===== config.mk =====
export PLATFORM = sky130hd
export DESIGN_NAME = trace_capture
export DESIGN_NICKNAME = d
export VERILOG_FILES = /design/src/rtl/cap_pkg.sv /design/src/rtl/cap_strobe.sv /design/src/rtl/cap_mem.sv /design/src/rtl/cap_ctrl.sv /design/src/rtl/cap_reader.sv /design/src/rtl/trace_capture.sv
export SDC_FILE = /design/constraint.sdc
export NUM_CORES = 1
export LEC_CHECK = 0
export CAP_MARGIN = 20
export CORE_UTILIZATION = 55
export CTS_CLUSTER_DIAMETER = 50
export DETAILED_ROUTE_END_ITERATION = 6
export DONT_BUFFER_PORTS = 1
export PLACE_DENSITY = 0.7
export SLEW_MARGIN = 15
export SYNTH_ARGS = -nofsm -noshare
export SYNTH_HDL_FRONTEND = slang
export SYNTH_SLANG_ARGS = --single-unit

===== constraint.sdc =====
create_clock -name clk -period 3.1 [get_ports clk]
set_clock_uncertainty 0.2 [all_clocks]
set_input_delay 0.31 -clock clk [delete_from_list [all_inputs] [get_ports clk]]
set_output_delay 0.31 -clock clk [all_outputs]
set_load 0.005 [all_outputs]

===== src/rtl/cap_pkg.sv =====
package cap_pkg;
  typedef enum logic [2:0] {
    PH_IDLE,
    PH_PRE,
    PH_DELAY,
    PH_POST,
    PH_DONE
  } phase_t;
endpackage


===== src/rtl/cap_strobe.sv =====
module cap_strobe (
  input  logic clk,
  input  logic rst_n,
  input  logic active,
  input  logic state_mode,
  input  logic qual_in,
  input  logic qual_fall,
  output logic strobe
);
  logic qual_prev;
  logic rise, fall;

  always_ff @(posedge clk) begin
    if (!rst_n) qual_prev <= 1'b0;
    else        qual_prev <= qual_in;
  end

  assign rise   = qual_in & ~qual_prev;
  assign fall   = ~qual_in & qual_prev;
  assign strobe = active & (state_mode ? (qual_fall ? fall : rise) : 1'b1);

  // in state mode a sample needs a qualifier change since the last edge
  a_r6_state_edge: assert property (@(posedge clk) disable iff (!rst_n)
    (active && state_mode && strobe) |-> (qual_in != $past(qual_in)));
endmodule


===== src/rtl/cap_mem.sv =====
module cap_mem #(
  parameter int W  = 8,
  parameter int AW = 4
) (
  input  logic          clk,
  input  logic          wr_en,
  input  logic [AW-1:0] wr_addr,
  input  logic [W-1:0]  wr_data,
  input  logic [AW-1:0] rd_addr,
  output logic [W-1:0]  rd_data
);
  localparam int DEPTH = 1 << AW;
  logic [W-1:0] store [DEPTH];

  always_ff @(posedge clk) begin
    if (wr_en) store[wr_addr] <= wr_data;
  end

  assign rd_data = store[rd_addr];
endmodule


===== src/rtl/cap_ctrl.sv =====
module cap_ctrl
  import cap_pkg::*;
#(
  parameter int AW    = 4,
  parameter int DLY_W = 8
) (
  input  logic             clk,
  input  logic             rst_n,
  input  logic             arm,
  input  logic             trig_in,
  input  logic [AW-1:0]    pre_len,
  input  logic [DLY_W-1:0] trig_delay,
  input  logic             strobe,
  output logic             active,
  output logic             wr_en,
  output logic [AW-1:0]    wr_addr,
  output logic             done,
  output logic [AW-1:0]    trig_addr,
  output logic [AW-1:0]    pre_valid,
  output logic [AW:0]      post_len
);
  localparam int DEPTH = 1 << AW;
  localparam logic [AW:0] DEPTH_L = (AW+1)'(DEPTH);
  localparam logic [AW:0] ONE_L   = (AW+1)'(1);

  phase_t           phase;
  logic [AW-1:0]    wr_ptr, cfg_pre, trig_addr_q, pre_valid_q;
  logic [AW:0]      pre_cnt, post_left, left_eff;
  logic [DLY_W-1:0] cfg_dly, dly_cnt;
  logic             post_start, in_post;

  assign post_len   = DEPTH_L - {1'b0, cfg_pre};
  assign active     = (phase == PH_PRE) || (phase == PH_DELAY) || (phase == PH_POST);
  assign post_start = ~arm & (((phase == PH_PRE) && trig_in && (cfg_dly == '0)) ||
                              ((phase == PH_DELAY) && (dly_cnt == '0)));
  assign in_post    = (phase == PH_POST) || post_start;
  assign left_eff   = post_start ? post_len : post_left;
  assign wr_en      = strobe & ~arm;
  assign wr_addr    = wr_ptr;
  assign done       = (phase == PH_DONE);
  assign trig_addr  = trig_addr_q;
  assign pre_valid  = pre_valid_q;

  always_ff @(posedge clk) begin
    if (!rst_n) begin
      phase       <= PH_IDLE;
      wr_ptr      <= '0;
      pre_cnt     <= '0;
      post_left   <= '0;
      dly_cnt     <= '0;
      cfg_pre     <= '0;
      cfg_dly     <= '0;
      trig_addr_q <= '0;
      pre_valid_q <= '0;
    end else if (arm) begin
      phase       <= PH_PRE;
      wr_ptr      <= '0;
      pre_cnt     <= '0;
      post_left   <= '0;
      dly_cnt     <= '0;
      cfg_pre     <= pre_len;
      cfg_dly     <= trig_delay;
      trig_addr_q <= '0;
      pre_valid_q <= '0;
    end else begin
      if ((phase == PH_PRE) && trig_in && (cfg_dly != '0)) begin
        phase   <= PH_DELAY;
        dly_cnt <= cfg_dly - 1'b1;
      end
      if ((phase == PH_DELAY) && (dly_cnt != '0))
        dly_cnt <= dly_cnt - 1'b1;
      if (post_start) begin
        phase       <= PH_POST;
        trig_addr_q <= wr_ptr;
        pre_valid_q <= (pre_cnt < {1'b0, cfg_pre}) ? pre_cnt[AW-1:0] : cfg_pre;
        post_left   <= post_len;
      end
      if (wr_en) begin
        wr_ptr <= wr_ptr + 1'b1;
        if (in_post) begin
          post_left <= left_eff - ONE_L;
          if (left_eff == ONE_L) phase <= PH_DONE;
        end else if (pre_cnt != DEPTH_L) begin
          pre_cnt <= pre_cnt + ONE_L;
        end
      end
    end
  end

  // a frozen record takes no writes
  a_r3_frozen: assert property (@(posedge clk) disable iff (!rst_n)
    (phase == PH_DONE) |-> !wr_en);
  // once the post window is open the trigger slot cannot move
  a_r8_trig_addr_locked: assert property (@(posedge clk) disable iff (!rst_n)
    (((phase == PH_POST) || (phase == PH_DONE)) && !arm) |=> $stable(trig_addr));
  // the delay window is not cut short
  a_r5_delay_holds: assert property (@(posedge clk) disable iff (!rst_n)
    ((phase == PH_DELAY) && (dly_cnt != '0) && !arm) |=> (phase == PH_DELAY));
endmodule


===== src/rtl/cap_reader.sv =====
module cap_reader #(
  parameter int AW = 4
) (
  input  logic          clk,
  input  logic          rst_n,
  input  logic          arm,
  input  logic          done,
  input  logic          rd_go,
  input  logic [AW-1:0] trig_addr,
  input  logic [AW-1:0] pre_valid,
  input  logic [AW:0]   post_len,
  input  logic          out_ready,
  output logic          out_valid,
  output logic [AW-1:0] rd_addr,
  output logic          out_is_trig,
  output logic          out_last
);
  localparam logic [AW:0] ONE_L = (AW+1)'(1);

  logic          busy;
  logic [AW-1:0] rd_ptr;
  logic [AW:0]   remaining;

  always_ff @(posedge clk) begin
    if (!rst_n) begin
      busy      <= 1'b0;
      rd_ptr    <= '0;
      remaining <= '0;
    end else if (arm) begin
      busy <= 1'b0;
    end else if (!busy) begin
      if (rd_go && done) begin
        busy      <= 1'b1;
        rd_ptr    <= trig_addr - pre_valid;
        remaining <= {1'b0, pre_valid} + post_len;
      end
    end else if (out_ready) begin
      if (remaining == ONE_L) begin
        busy <= 1'b0;
      end else begin
        rd_ptr    <= rd_ptr + 1'b1;
        remaining <= remaining - ONE_L;
      end
    end
  end

  assign out_valid   = busy;
  assign rd_addr     = rd_ptr;
  assign out_is_trig = busy && (rd_ptr == trig_addr);
  assign out_last    = busy && (remaining == ONE_L);

  // a stalled word stays put
  a_r9_hold: assert property (@(posedge clk) disable iff (!rst_n)
    (busy && !out_ready && !arm) |=> (busy && $stable(rd_ptr)));
  // the stream only runs over a completed record
  a_r9_needs_done: assert property (@(posedge clk) disable iff (!rst_n)
    busy |-> done);
endmodule


===== src/rtl/trace_capture.sv =====
module trace_capture #(
  parameter int W     = 8,
  parameter int AW    = 4,
  parameter int DLY_W = 8
) (
  input  logic             clk,
  input  logic             rst_n,
  input  logic             arm,
  input  logic             state_mode,
  input  logic             qual_in,
  input  logic             qual_fall,
  input  logic [W-1:0]     samp_data,
  input  logic             trig_in,
  input  logic [AW-1:0]    pre_len,
  input  logic [DLY_W-1:0] trig_delay,
  output logic             done,
  output logic [AW-1:0]    trig_addr,
  output logic [AW-1:0]    pre_valid,
  input  logic             rd_go,
  output logic             out_valid,
  input  logic             out_ready,
  output logic [W-1:0]     out_data,
  output logic             out_is_trig,
  output logic             out_last
);
  logic          active, strobe, wr_en;
  logic [AW-1:0] wr_addr, rd_addr;
  logic [AW:0]   post_len;

  cap_strobe u_strobe (
    .clk(clk), .rst_n(rst_n), .active(active), .state_mode(state_mode),
    .qual_in(qual_in), .qual_fall(qual_fall), .strobe(strobe)
  );

  cap_ctrl #(.AW(AW), .DLY_W(DLY_W)) u_ctrl (
    .clk(clk), .rst_n(rst_n), .arm(arm), .trig_in(trig_in), .pre_len(pre_len),
    .trig_delay(trig_delay), .strobe(strobe), .active(active), .wr_en(wr_en),
    .wr_addr(wr_addr), .done(done), .trig_addr(trig_addr), .pre_valid(pre_valid),
    .post_len(post_len)
  );

  cap_mem #(.W(W), .AW(AW)) u_mem (
    .clk(clk), .wr_en(wr_en), .wr_addr(wr_addr), .wr_data(samp_data),
    .rd_addr(rd_addr), .rd_data(out_data)
  );

  cap_reader #(.AW(AW)) u_reader (
    .clk(clk), .rst_n(rst_n), .arm(arm), .done(done), .rd_go(rd_go),
    .trig_addr(trig_addr), .pre_valid(pre_valid), .post_len(post_len),
    .out_ready(out_ready), .out_valid(out_valid), .rd_addr(rd_addr),
    .out_is_trig(out_is_trig), .out_last(out_last)
  );
endmodule


==> impl_results.md, run 1 <==
* Unrepaired setup endpoints after global routing: no
* Leak Pwr at about 3.3 nW
* Final setup violation count at 0
* Critical path endpoint category: flop
* Relative slew slack at between 30% and 40%
* WS Path Type: reg2reg
* Placed instance area at around 8800 um2
* CP cell instances: or4_1, or3_1, nand2_2, o21ai_0, o21ai_0, dlygate4sd3_1
* Multiplexer area fraction after synthesis at 13.6%
* Worst Slack Setup Final at ~0.22 ns
* Detailed-route DRC error count at 0
* Vias at between 5k and 6k
* First-pass GRT wire length at around 29000 um
* Largest net degree at the start of global routing at 33
* Hold_ws at ~0.012 ns
* Clk slew on worst S/H paths at roughly 0.07 ns
* Mapped Cells at 622
* Synth Area in Simple Gates at 10.2%
* Core box area at roughly 15000 um2
* Die span in x at 127 um
* Share of layout cells above drive strength 1 at ~17%
* Synth Area in Compound Gates at ~9.0%
* Worst EP required at around 3.3 ns
* Pins Over Slew Limit at 0
* Seq/Total Area, Yosys at 59.1%
* Syn_area_per_cell at about 14 um2
* Setup TNS at 0 ns
* Final nets at 711
* Cell variety after synth at 65
* Fin area at between 9000 and 10000 um2
* Status: finished, final reports clean
* Syn nets at 674
* GP Congestion at 0.854
* Grt total ovfl at 0
* Antenna fix cells at 0
* Num CTS Buffers at 17
* Worst VDD drop at around 0.0004 V
* Largest family of logic cells by synthesized area: multiplexers
* H-tree levels at 4
* Post-synth EDFFs at 128
* Ys async rst share at 0%
* Dominant synthesized flop cell: edfxtp_1
* CTS tree: done
* Place WS at around 0.5 ns
* DP HPWL at approximately 12000 um
* Slowest CP cell: or4_1
* Clk sinks at between 150 and 200
* Via density at between 6 and 7
* Clk_lat worst skew at ~0.42 ns
* Cells after DPL at 800
* Vias in the first global route at approximately 5.3k
* Remaining antenna violation count at 0
* Final wirelength at around 18000 um
* GRT Overall Usage at between 20% and 30%
* Initial antenna violation count at 0
* FMAX at 348 MHz
* Drt first pass iters at 7
* Layout area overhead at 13.5%
* Worst setup SP type: flop
* Synthesized cell area at about 8500 um2
* IO Port Bufs at 0
* Clk buf depth at 2
* Min-delay worst type: in2reg
* Crit path DAT at approximately 3.0 ns
* Max FO, Critical Path at 13
* Worst Tran Pin Value at ~0.9 ns
* Chip height at between 100 and 150 um
* CTS Root Cell: clkbuf_16
* Post-Synth Adder-Cell Area at 3.54%
* Total of max-cap violations at 0
* Final period util at roughly 93%
* Synth Register Bits at between 150 and 200
* Row Count at 45
* WL per Instance at 20.9 um
* 1st-iter DRT viols at 401
* I/O pins at 49
* Final Hold Fails at 0
* Final worst path period need at roughly 2.9 ns
* CP dominant cell by count: o21ai_0
* Effective utilization at floorplan at 56.2%
* P per Cell Area at 534 nW/um2
* Finished Layout Cells at 860
* Die area at 16000 um2
* Max incr delay on CP at 0.64 ns
* Post-Synth XOR/XNOR Area at 1.85%
* YS warnings at 0
-- sequential cells by signal, indices dropped and copies added (netlist names), named ones only --
register	count
u_reader.rd_addr	4
u_ctrl.trig_addr	4
u_ctrl.phase	3
u_ctrl.cfg_pre	4
u_ctrl.wr_addr	4
u_strobe.qual_prev	1
u_ctrl.pre_cnt	5
u_ctrl.post_left	5
u_ctrl.pre_valid	4
u_reader.remaining	5
u_mem.store	128
u_reader.out_valid	1
u_ctrl.dly_cnt	8
u_ctrl.cfg_dly	8
-- cells by family (layout without fill, tap and decap cells) --
| logic type | after synthesis | count (layout) |
|---|---|---|
| AOI/OAI and AO/OA | 115 | 115 |
| xor gates and xnor gates | 18 | 18 |
| adders and majority gates | 23 | 23 |
| buffers and inverters | 56 | 106 |
| DFF | 188 | 188 |
| muxes | 66 | 66 |
| and+or+nand+nor | 156 | 156 |
-- cells in the final DEF, fill, tap and decap left out, drive strengths merged, types with 12 or more instances in the layout --
master	synthesis	final
mux2i	25	25
nor2	41	41
dfxtp	60	60
buf	14	26
dlygate4sd3	0	26
nand2	28	28
edfxtp	128	128
o21ai	29	29
mux4	40	40
ha	21	21
inv	22	22
nor3	12	12
clkbuf	20	27
nor2b	15	15
a21oi	29	29
-- worst paths after layout --
kind	start	endpoint	slack (ns)	depth (start not counted)
max reg2reg	u_ctrl.cfg_dly[2]	u_ctrl.phase[0]	0.22	6
min	rd_go	u_reader.out_valid	0.01	2
min reg2reg	u_ctrl.pre_cnt[4]	u_ctrl.pre_cnt[4]	0.28	2
max	u_ctrl.cfg_dly[2]	u_ctrl.phase[0]	0.22	6
-- repair_timing --
item,4_1_cts,5_1_grt
endpoints found under the setup margin,0,1
buffers inserted,0,2
hold buffers,26,0
endpoints found under the hold margin,158,0
gates resized for setup,0,1
-- metrics by stage --
| stage | total power, mW | util, % |
|---|---|---|
| after detailed placement | 3.04 | 58.1 |
| final | 5.17 | 63.8 |
| after global placement | 3.04 | 58.1 |
| after CTS | 5.20 | 63.7 |
| after floorplan | 3.00 | - |
| after global routing | 5.33 | 63.8 |
-- power breakdown --
group | leakage, nW | internal [mW] | switching [mW]
registers | 1.64 | 2.70 | 0.0319
clock network | 0.286 | 1.26 | 0.860
logic | 1.33 | 0.139 | 0.180
total | 3.26 | 4.10 | 1.07
-- worst max-delay path, delay by kind of cell, from the launching register on --
| kind | cells | cell delay, ns |
|---|---|---|
| flip-flops | 1 | 0.38 |
| buffers and inverters | 1 | 0.57 |
| AND/OR/NAND/NOR | 3 | 1.34 |
| AO/OA/AOI/OAI | 2 | 0.33 |
-- synth_stat cells, drive strengths merged, types with 2 or more instances --
cell / n / area share [%]
o221a: 4 / 0.53
dfxtp: 60 / 14
nand2: 28 / 1.2
a31oi: 9 / 0.66
or3: 4 / 0.29
o21ai: 29 / 1.7
nor3b: 7 / 0.62
or2: 2 / 0.15
edfxtp: 128 / 45
mux4: 40 / 11
and3: 2 / 0.15
buf: 14 / 0.94
nor2: 41 / 1.8
ha: 21 / 3.1
o211ai: 2 / 0.18
a21boi: 4 / 0.35
o21a: 6 / 0.53
o31ai: 2 / 0.18
o32ai: 3 / 0.31
nor4: 7 / 0.94
a22oi: 3 / 0.26
mux2i: 25 / 2.9
a21o: 4 / 0.35
nor2b: 15 / 1.1
and2: 3 / 0.22
or4: 8 / 0.75
nand2b: 6 / 0.44
fa: 2 / 0.47
a211oi: 6 / 0.53
nor3: 12 / 0.70
inv: 22 / 0.97
o211a: 4 / 0.47
a21oi: 29 / 1.7
xnor2: 11 / 1.1
nand4: 2 / 0.15
nand3: 11 / 0.64
or3b: 2 / 0.21
clkbuf: 20 / 0.88
xor2: 7 / 0.72
-- layer usage --
layer	global-route usage, %	up-vias	routed length, um
li1	-	2470	-
met5	0	-	0
met4	11.8	0	615
met2	41.3	181	9170
met1	29.3	2631	7300
met3	4.43	39	922
-- layout make-up --
type / instances / area, um2
Tap cell: 188 / 235
Sequential cell: 188 / 5050
Clock inverter: 5 / 55.1
Fill cell: 1143 / 5510
Multi-Input combinational cell: 378 / 3260
Inverter: 22 / 82.6
Timing Repair Buffer: 52 / 480
Clock buffer: 27 / 534
(Power assumes the default switching activity.)
==> run 2, diff against run 1 <==
--- a/config.mk
+++ b/config.mk
@@ -10,6 +10,7 @@
 export CTS_CLUSTER_DIAMETER = 50
 export DETAILED_ROUTE_END_ITERATION = 6
 export DONT_BUFFER_PORTS = 1
+export HOLD_SLACK_MARGIN = 0.1
 export PLACE_DENSITY = 0.7
 export SLEW_MARGIN = 15
 export SYNTH_ARGS = -nofsm -noshare
==> run 2 against run 1 <==
  * Combinational power barely moved
  * Wire length barely moved
  * Utilization barely moved
  * First-iteration DRC count rose by 16%
  * Die area did not move
  * Flip-flop and latch count did not move
  * Fmax rose by 0.29%
  * Cell area barely moved
  * Cell count did not move
  * Largest cell class unchanged
  * Global-route usage rose by 0.075 points
  * Clock-buffer cell count did not move
  * Non-clock buffer count did not move
==> impl_results.md, run 2 (synthesized netlist as in run 1, its figures left out) <==
* CP dominant cell by count: buf_4 (was o21ai_0)
* Num CTS Buffers at 17 (unchanged)
* Place WS at 0.497 ns (unchanged)
* Commonest non-fill, non-tap cell in the layout: edfxtp_1 (unchanged)
* Cells after DPL at 800 (unchanged)
* Final wirelength at 18000 um (about the same)
* Final period util at 92.5% (was 92.8%)
* Drt first pass iters at 5 (was 7)
* WL per Instance at 20.9 um (about the same)
* Worst setup SP type: primary input (was flop)
* Max FFs per register at 128 (unchanged)
* Reg2reg path depth at 8 (was 6)
* Total of max-cap violations at 0 (unchanged)
* 1st-iter DRT viols at 465 (was 401)
* Final Hold Fails at 0 (unchanged)
* Power share of the clock group at 41.0% (about the same)
* IO Port Bufs at 0 (unchanged)
* Clk slew on worst S/H paths at 0.06 ns (was 0.07 ns)
* Max incr delay on CP at 0.89 ns (was 0.64 ns)
* Multi-input gate area at 3260 um2 (about the same)
* Number of cells on the critical path at 7 (was 6)
* Worst VDD drop at 0.000405 V (was 0.000401 V)
* Worst path top cell family by delay: buffers and inverters (was simple AND/OR/NAND/NOR gates)
* Vias in the first global route at 5348 (was 5345)
* FMAX at 349 MHz (was 348 MHz)
* Via density at 6.14 (was 6.19)
* Sequential cell area at 5050 um2 (unchanged)
* GP Congestion at 0.854 (unchanged)
* First-pass GRT wire length at 28700 um (was 28600 um)
* Row Count at 45 (unchanged)
* Internal power at 4.10 mW (about the same)
* P per Cell Area at 533 nW/um2 (was 534 nW/um2)
* Cts repair resizes at 0 (unchanged)
* Leak Pwr at 3.26 nW (about the same)
* Most flops, register: u_mem.store (unchanged)
* Largest regs: u_mem.store: 128 flops, u_ctrl.cfg_dly: 8 flops, u_ctrl.dly_cnt: 8 flops (unchanged)
* Detailed-route DRC error count at 0 (unchanged)
* Sw frac at 20.7% (about the same)
* Placed instance area at 8830 um2 (unchanged)
* I/O pins at 49 (unchanged)
* Logic gate share of total power at 6.1% (was 6.2%)
* GRT Overall Usage at 24.1% (was 24.0%)
* Unrepaired setup endpoints after global routing: no (unchanged)
* Chip height at 127 um (unchanged)
* Fillers at 1143 (unchanged)
* Final nets at 711 (unchanged)
* Slowest CP cell: dlygate4sd3_1 (was or4_1)
* Die span in x at 127 um (unchanged)
* Most frequent cells in the layout: edfxtp_1 (128), dfxtp_1 (59), mux4_2 (40), nor2_1 (40), a21oi_1 (29) (unchanged)
* Critical path endpoint category: flop (unchanged)
* Min-delay worst type: in2reg (unchanged)
* Vias at 5282 (was 5321)
* Final worst path period need at 2.87 ns (was 2.88 ns)
* Antenna fix cells at 0 (unchanged)
* Share of layout cells above drive strength 1 at 16.4% (was 16.5%)
* Status: finished, final reports clean (unchanged)
* Max FO, Critical Path at 17 (was 13)
* Initial antenna violation count at 0 (unchanged)
* Hold path cells at 4 (was 2)
* Effective utilization at floorplan at 56.2% (unchanged)
* Clk sinks at 188 (unchanged)
* Finished Layout Cells at 860 (unchanged)
* CTS Root Cell: clkbuf_16 (unchanged)
* Layout area overhead at 13.5% (about the same)
* Remaining antenna violation count at 0 (unchanged)
* Relative slew slack at 35.2% (was 39.4%)
* Fin area at 9690 um2 (was 9700 um2)
* Grt total ovfl at 0 (unchanged)
* CP cell instances: dlygate4sd3_1, or2_2, a2111oi_4, buf_4, nand2_1, nor2_1, buf_4 (was or4_1, or3_1, nand2_2, o21ai_0, o21ai_0, dlygate4sd3_1)
* Worst Slack Setup Final at 0.231 ns (was 0.223 ns)
* Setup TNS at 0 ns (unchanged)
* Sequential power share at 52.9% (was 52.8%)
* Largest net degree at the start of global routing at 33 (unchanged)
* Clk_lat worst skew at 0.42 ns (about the same)
* NetSw at 1.07 mW (about the same)
* CP bufs+invs at 3 (was 1)
* Worst Tran Pin Value at 0.969 ns (was 0.906 ns)
* Worst EP required at 3.03 ns (was 3.26 ns)
* DP HPWL at 12000 um (unchanged)
* Final setup violation count at 0 (unchanged)
* Crit path DAT at 2.80 ns (was 3.04 ns)
* Die area at 16000 um2 (unchanged)
* Pins Over Slew Limit at 0 (unchanged)
* Clk buf depth at 2 (unchanged)
* CTS tree: done (unchanged)
* WS Path Type: in2reg (was reg2reg)
* H-tree levels at 4 (unchanged)
* Core box area at 15200 um2 (unchanged)
## run 2: changes by cell type in the layout (fill, tap and decap cells not counted)
cell	previous run	this run
nand2_1	27	28
nand2_2	1	0
## run 2: repair_timing
action	CTS	global route
hold buffers	26	0
hold endpoints to repair	169	0
endpoints found under the setup margin	0	57
setup buffers	0	2
## run 2: worst reg2reg max path, cell delays in order, from the launching register on
cell	delay, ns
dfxtp_1	0.46
or3b_1	0.39
a21oi_1	0.35
mux2i_1	0.31
ha_1	0.30
a21boi_0	0.13
o21a_1	0.18
o21ai_0	0.14
a21oi_1	0.08
## run 2: worst paths after layout
path / to / startpoint / slack, ns
worst max-delay path: u_mem.store[10][0] / arm / 0.23
worst min-delay path: u_reader.remaining[2] / out_ready / 0.12
worst max register to register: u_ctrl.dly_cnt[4] / u_ctrl.phase[1] / 0.42
worst min register to register: u_ctrl.pre_cnt[4] / u_ctrl.pre_cnt[4] / 0.28
## run 2: metrics by stage
stage / hold slack [ns] / util (%) / power (mW)
after floorplan: 0.209 / - / 3.00
after global placement: 0.210 / 58.1 / 3.04
after detailed placement: 0.210 / 58.1 / 3.04
after CTS: 0.119 / 63.7 / 5.20
after global routing: 0.151 / 63.8 / 5.33
final: 0.121 / 63.8 / 5.17
## run 2: metal layers
layer / GRT usage [%] / vias to the layer above / part of all wire, %
met2: 41.1 / 160 / 51
li1: - / 2471 / -
met3: 4.56 / 40 / 5.0
met4: 12.0 / 0 / 3.3
met5: 0 / - / 0
met1: 29.6 / 2611 / 41
## run 2: cell type report
| type | count | area share (%) |
|---|---|---|
| Clock buffer | 27 | 5.51 |
| Clock inverter | 5 | 0.568 |
| Inverter | 22 | 0.852 |
| Multi-Input combinational cell | 378 | 33.6 |
| Sequential cell | 188 | 52.1 |
| Tap cell | 188 | 2.43 |
| Timing Repair Buffer | 52 | 4.96 |
## run 2: power groups by stage
stage,logic (mW),registers [mW],clock network [mW]
after floorplan,0.223,2.77,0
after global placement,0.255,2.79,0
after detailed placement,0.256,2.79,0
after CTS,0.315,2.73,2.15
after global routing,0.351,2.74,2.25
final,0.317,2.73,2.12
==> run 3, diff against run 2 <==
--- a/config.mk
+++ b/config.mk
@@ -12,6 +12,7 @@
 export DONT_BUFFER_PORTS = 1
 export HOLD_SLACK_MARGIN = 0.1
 export PLACE_DENSITY = 0.7
+export RECOVER_POWER = 100
 export SLEW_MARGIN = 15
 export SYNTH_ARGS = -nofsm -noshare
 export SYNTH_HDL_FRONTEND = slang
==> run 3 against run 2 <==
  * Clock power is essentially flat
  * Clock-buffer cell count unchanged
  * Cell count unchanged
  * Highest routed layer unchanged
  * Worst hold slack got worse by 0.0035 ns
  * Utilization decreased by 0.26 points
  * Register-to-register slack worse by 0.02 ns
  * Combinational power about the same
  * Die area stayed put
==> impl_results.md, run 3 (synthesized netlist as in run 1, its figures left out) <==
* Critical path endpoint category: flop (unchanged)
* Cells after DPL at 800 (unchanged)
* Antenna fix cells at 0 (unchanged)
* Via density at 6.14 (about the same)
* Slowest CP cell: dlygate4sd3_1 (unchanged)
* GP Congestion at 0.854 (unchanged)
* Drt first pass iters at 7 (was 5)
* 1st-iter DRT viols at 476 (was 465)
* CP cell instances: dlygate4sd3_1, or2_2, a2111oi_4, buf_4, nand2_1, nor2_1, clkbuf_2 (was dlygate4sd3_1, or2_2, a2111oi_4, buf_4, nand2_1, nor2_1, buf_4)
* Clk slew on worst S/H paths at 0.06 ns (about the same)
* WL per Instance at 21.0 um (was 20.9 um)
* Clk sinks at 188 (unchanged)
* Worst EP required at 3.02 ns (was 3.03 ns)
* Worst Tran Pin Value at 0.970 ns (was 0.969 ns)
* Die span in x at 127 um (unchanged)
* RR Endpoint: u_ctrl.dly_cnt[6] (was u_ctrl.dly_cnt[4])
* Detailed-route DRC error count at 0 (unchanged)
* Final Hold Fails at 0 (unchanged)
* GRT Overall Usage at 24.1% (unchanged)
* Most frequent cells in the layout: edfxtp_1 (128), dfxtp_1 (59), mux4_2 (40), nor2_1 (40), a21oi_1 (29) (unchanged)
* Power share of the clock group at 41.0% (about the same)
* Finished Layout Cells at 860 (unchanged)
* Crit path DAT at 2.83 ns (was 2.80 ns)
* Final nets at 711 (unchanged)
* Sequential power share at 52.9% (about the same)
* Final setup violation count at 0 (unchanged)
* Global Route met1 Usage at 29.6% (unchanged)
* Status: finished, final reports clean (unchanged)
* Hold path cells at 4 (unchanged)
* Largest regs: u_mem.store: 128 flops, u_ctrl.cfg_dly: 8 flops, u_ctrl.dly_cnt: 8 flops (unchanged)
* Internal power at 4.10 mW (about the same)
* Effective utilization at floorplan at 56.2% (unchanged)
* First-pass GRT wire length at 28700 um (unchanged)
* Endpoint, Worst Hold: u_reader.remaining[2] (unchanged)
* Clk_lat worst skew at 0.43 ns (was 0.42 ns)
* Share of layout cells above drive strength 1 at 16.2% (was 16.4%)
* CTS tree: done (unchanged)
* Layout area overhead at 13.0% (was 13.5%)
* Grt total ovfl at 0 (unchanged)
* Setup TNS at 0 ns (unchanged)
* Total of max-cap violations at 0 (unchanged)
* H-tree levels at 4 (unchanged)
* FMAX at 343 MHz (was 349 MHz)
* GR Util met2 at 41.1% (unchanged)
* Chip height at 127 um (unchanged)
* Remaining antenna violation count at 0 (unchanged)
* Worst r2r src: u_ctrl.cfg_dly[2] (was u_ctrl.phase[1])
* Unrepaired setup endpoints after global routing: no (unchanged)
* Sw frac at 20.7% (about the same)
* Vias at 5283 (was 5282)
* WS Path Type: in2reg (unchanged)
* Initial antenna violation count at 0 (unchanged)
* GRT met3 Usage at 4.56% (unchanged)
* Placed instance area at 8830 um2 (unchanged)
* Hold_ws at 0.118 ns (was 0.121 ns)
* Most flops, register: u_mem.store (unchanged)
* Fin area at 9660 um2 (was 9690 um2)
* Busiest metal layer after global routing: met2 (unchanged)
* Min-delay worst type: in2reg (unchanged)
* Reg2reg path depth at 5 (was 8)
* P per Cell Area at 536 nW/um2 (was 533 nW/um2)
* NetSw at 1.07 mW (about the same)
* Max FFs per register at 128 (unchanged)
* Logic gate share of total power at 6.1% (about the same)
* Max incr delay on CP at 0.89 ns (about the same)
* Final worst path period need at 2.91 ns (was 2.87 ns)
* IO Port Bufs at 0 (unchanged)
* Final period util at 93.9% (was 92.5%)
* Largest net degree at the start of global routing at 33 (unchanged)
* Final Util at 63.5% (was 63.8%)
* I/O pins at 49 (unchanged)
* Reg2reg setup slack at 0.40 ns (was 0.42 ns)
* Pins Over Slew Limit at 0 (unchanged)
* Final wirelength at 18100 um (was 18000 um)
* Die area at 16000 um2 (unchanged)
* Commonest non-fill, non-tap cell in the layout: edfxtp_1 (unchanged)
* Vias in the first global route at 5348 (unchanged)
* Hold Startpoint: out_ready (unchanged)
* Relative slew slack at 35.1% (was 35.2%)
* CTS Root Cell: clkbuf_16 (unchanged)
* Max FO, Critical Path at 17 (unchanged)
* Clk buf depth at 2 (unchanged)
* Num CTS Buffers at 17 (unchanged)
* Core box area at 15200 um2 (unchanged)
* Leak Pwr at 3.24 nW (was 3.26 nW)
* Row Count at 45 (unchanged)
* DP HPWL at 12000 um (unchanged)
* Worst VDD drop at 0.000407 V (was 0.000405 V)
* Worst setup SP type: primary input (unchanged)
## run 3: power by group through the flow
stage                     logic, mW  registers, mW  clock network, mW
final                         0.315           2.73               2.12
after global routing          0.349           2.74               2.25
after CTS                     0.315           2.73               2.15
after detailed placement      0.256           2.79                  0
after global placement        0.255           2.79                  0
after floorplan               0.223           2.77                  0
## run 3: area by class of cell
type,instances,area (um2)
Fill cell,1155,5550
Sequential cell,188,5050
Multi-Input combinational cell,378,3260
Clock buffer,27,534
Timing Repair Buffer,52,442
Tap cell,188,235
Inverter,22,82.6
Clock inverter,5,55.1
## run 3: worst max path at each step
stage / start / to / slack, ns / depth (start not counted)
after floorplan: u_ctrl.phase[2] / u_mem.store[0][0] / 0.51 / 5
after global placement: u_ctrl.phase[1] / u_ctrl.dly_cnt[4] / 0.57 / 8
after detailed placement: u_ctrl.phase[1] / u_ctrl.dly_cnt[4] / 0.50 / 8
after CTS: arm / u_mem.store[9][0] / 0.05 / 6
after global routing: arm / u_mem.store[10][2] / 0.06 / 7
final: arm / u_mem.store[9][0] / 0.19 / 7
## run 3: through the flow
stage	total power, mW	worst slack [ns]
final	5.17	0.188
after global routing	5.33	0.0610
after CTS	5.20	0.0467
after detailed placement	3.04	0.497
after global placement	3.04	0.573
after floorplan	3.00	0.513
## run 3: metal layers
metal  up-vias  share of wire (%)
li1       2468                  -
met1      2594                 41
met2       177                 50
met3        44                5.1
met4         0                3.5
met5         -                  0
## run 3: timing repair
item	4_1_cts	5_1_grt
hold buffers	26	0
buffers inserted	0	2
gates resized for setup	0	0
endpoints found under the hold margin	169	0
setup endpoints to repair	0	57
## run 3: critical path, delay by kind of cell
| kind | cells | cell delay [ns] |
|---|---|---|
| and+or+nand+nor | 3 | 0.89 |
| buffers and inverters | 3 | 1.36 |
| AOI/OAI and AO/OA | 1 | 0.26 |
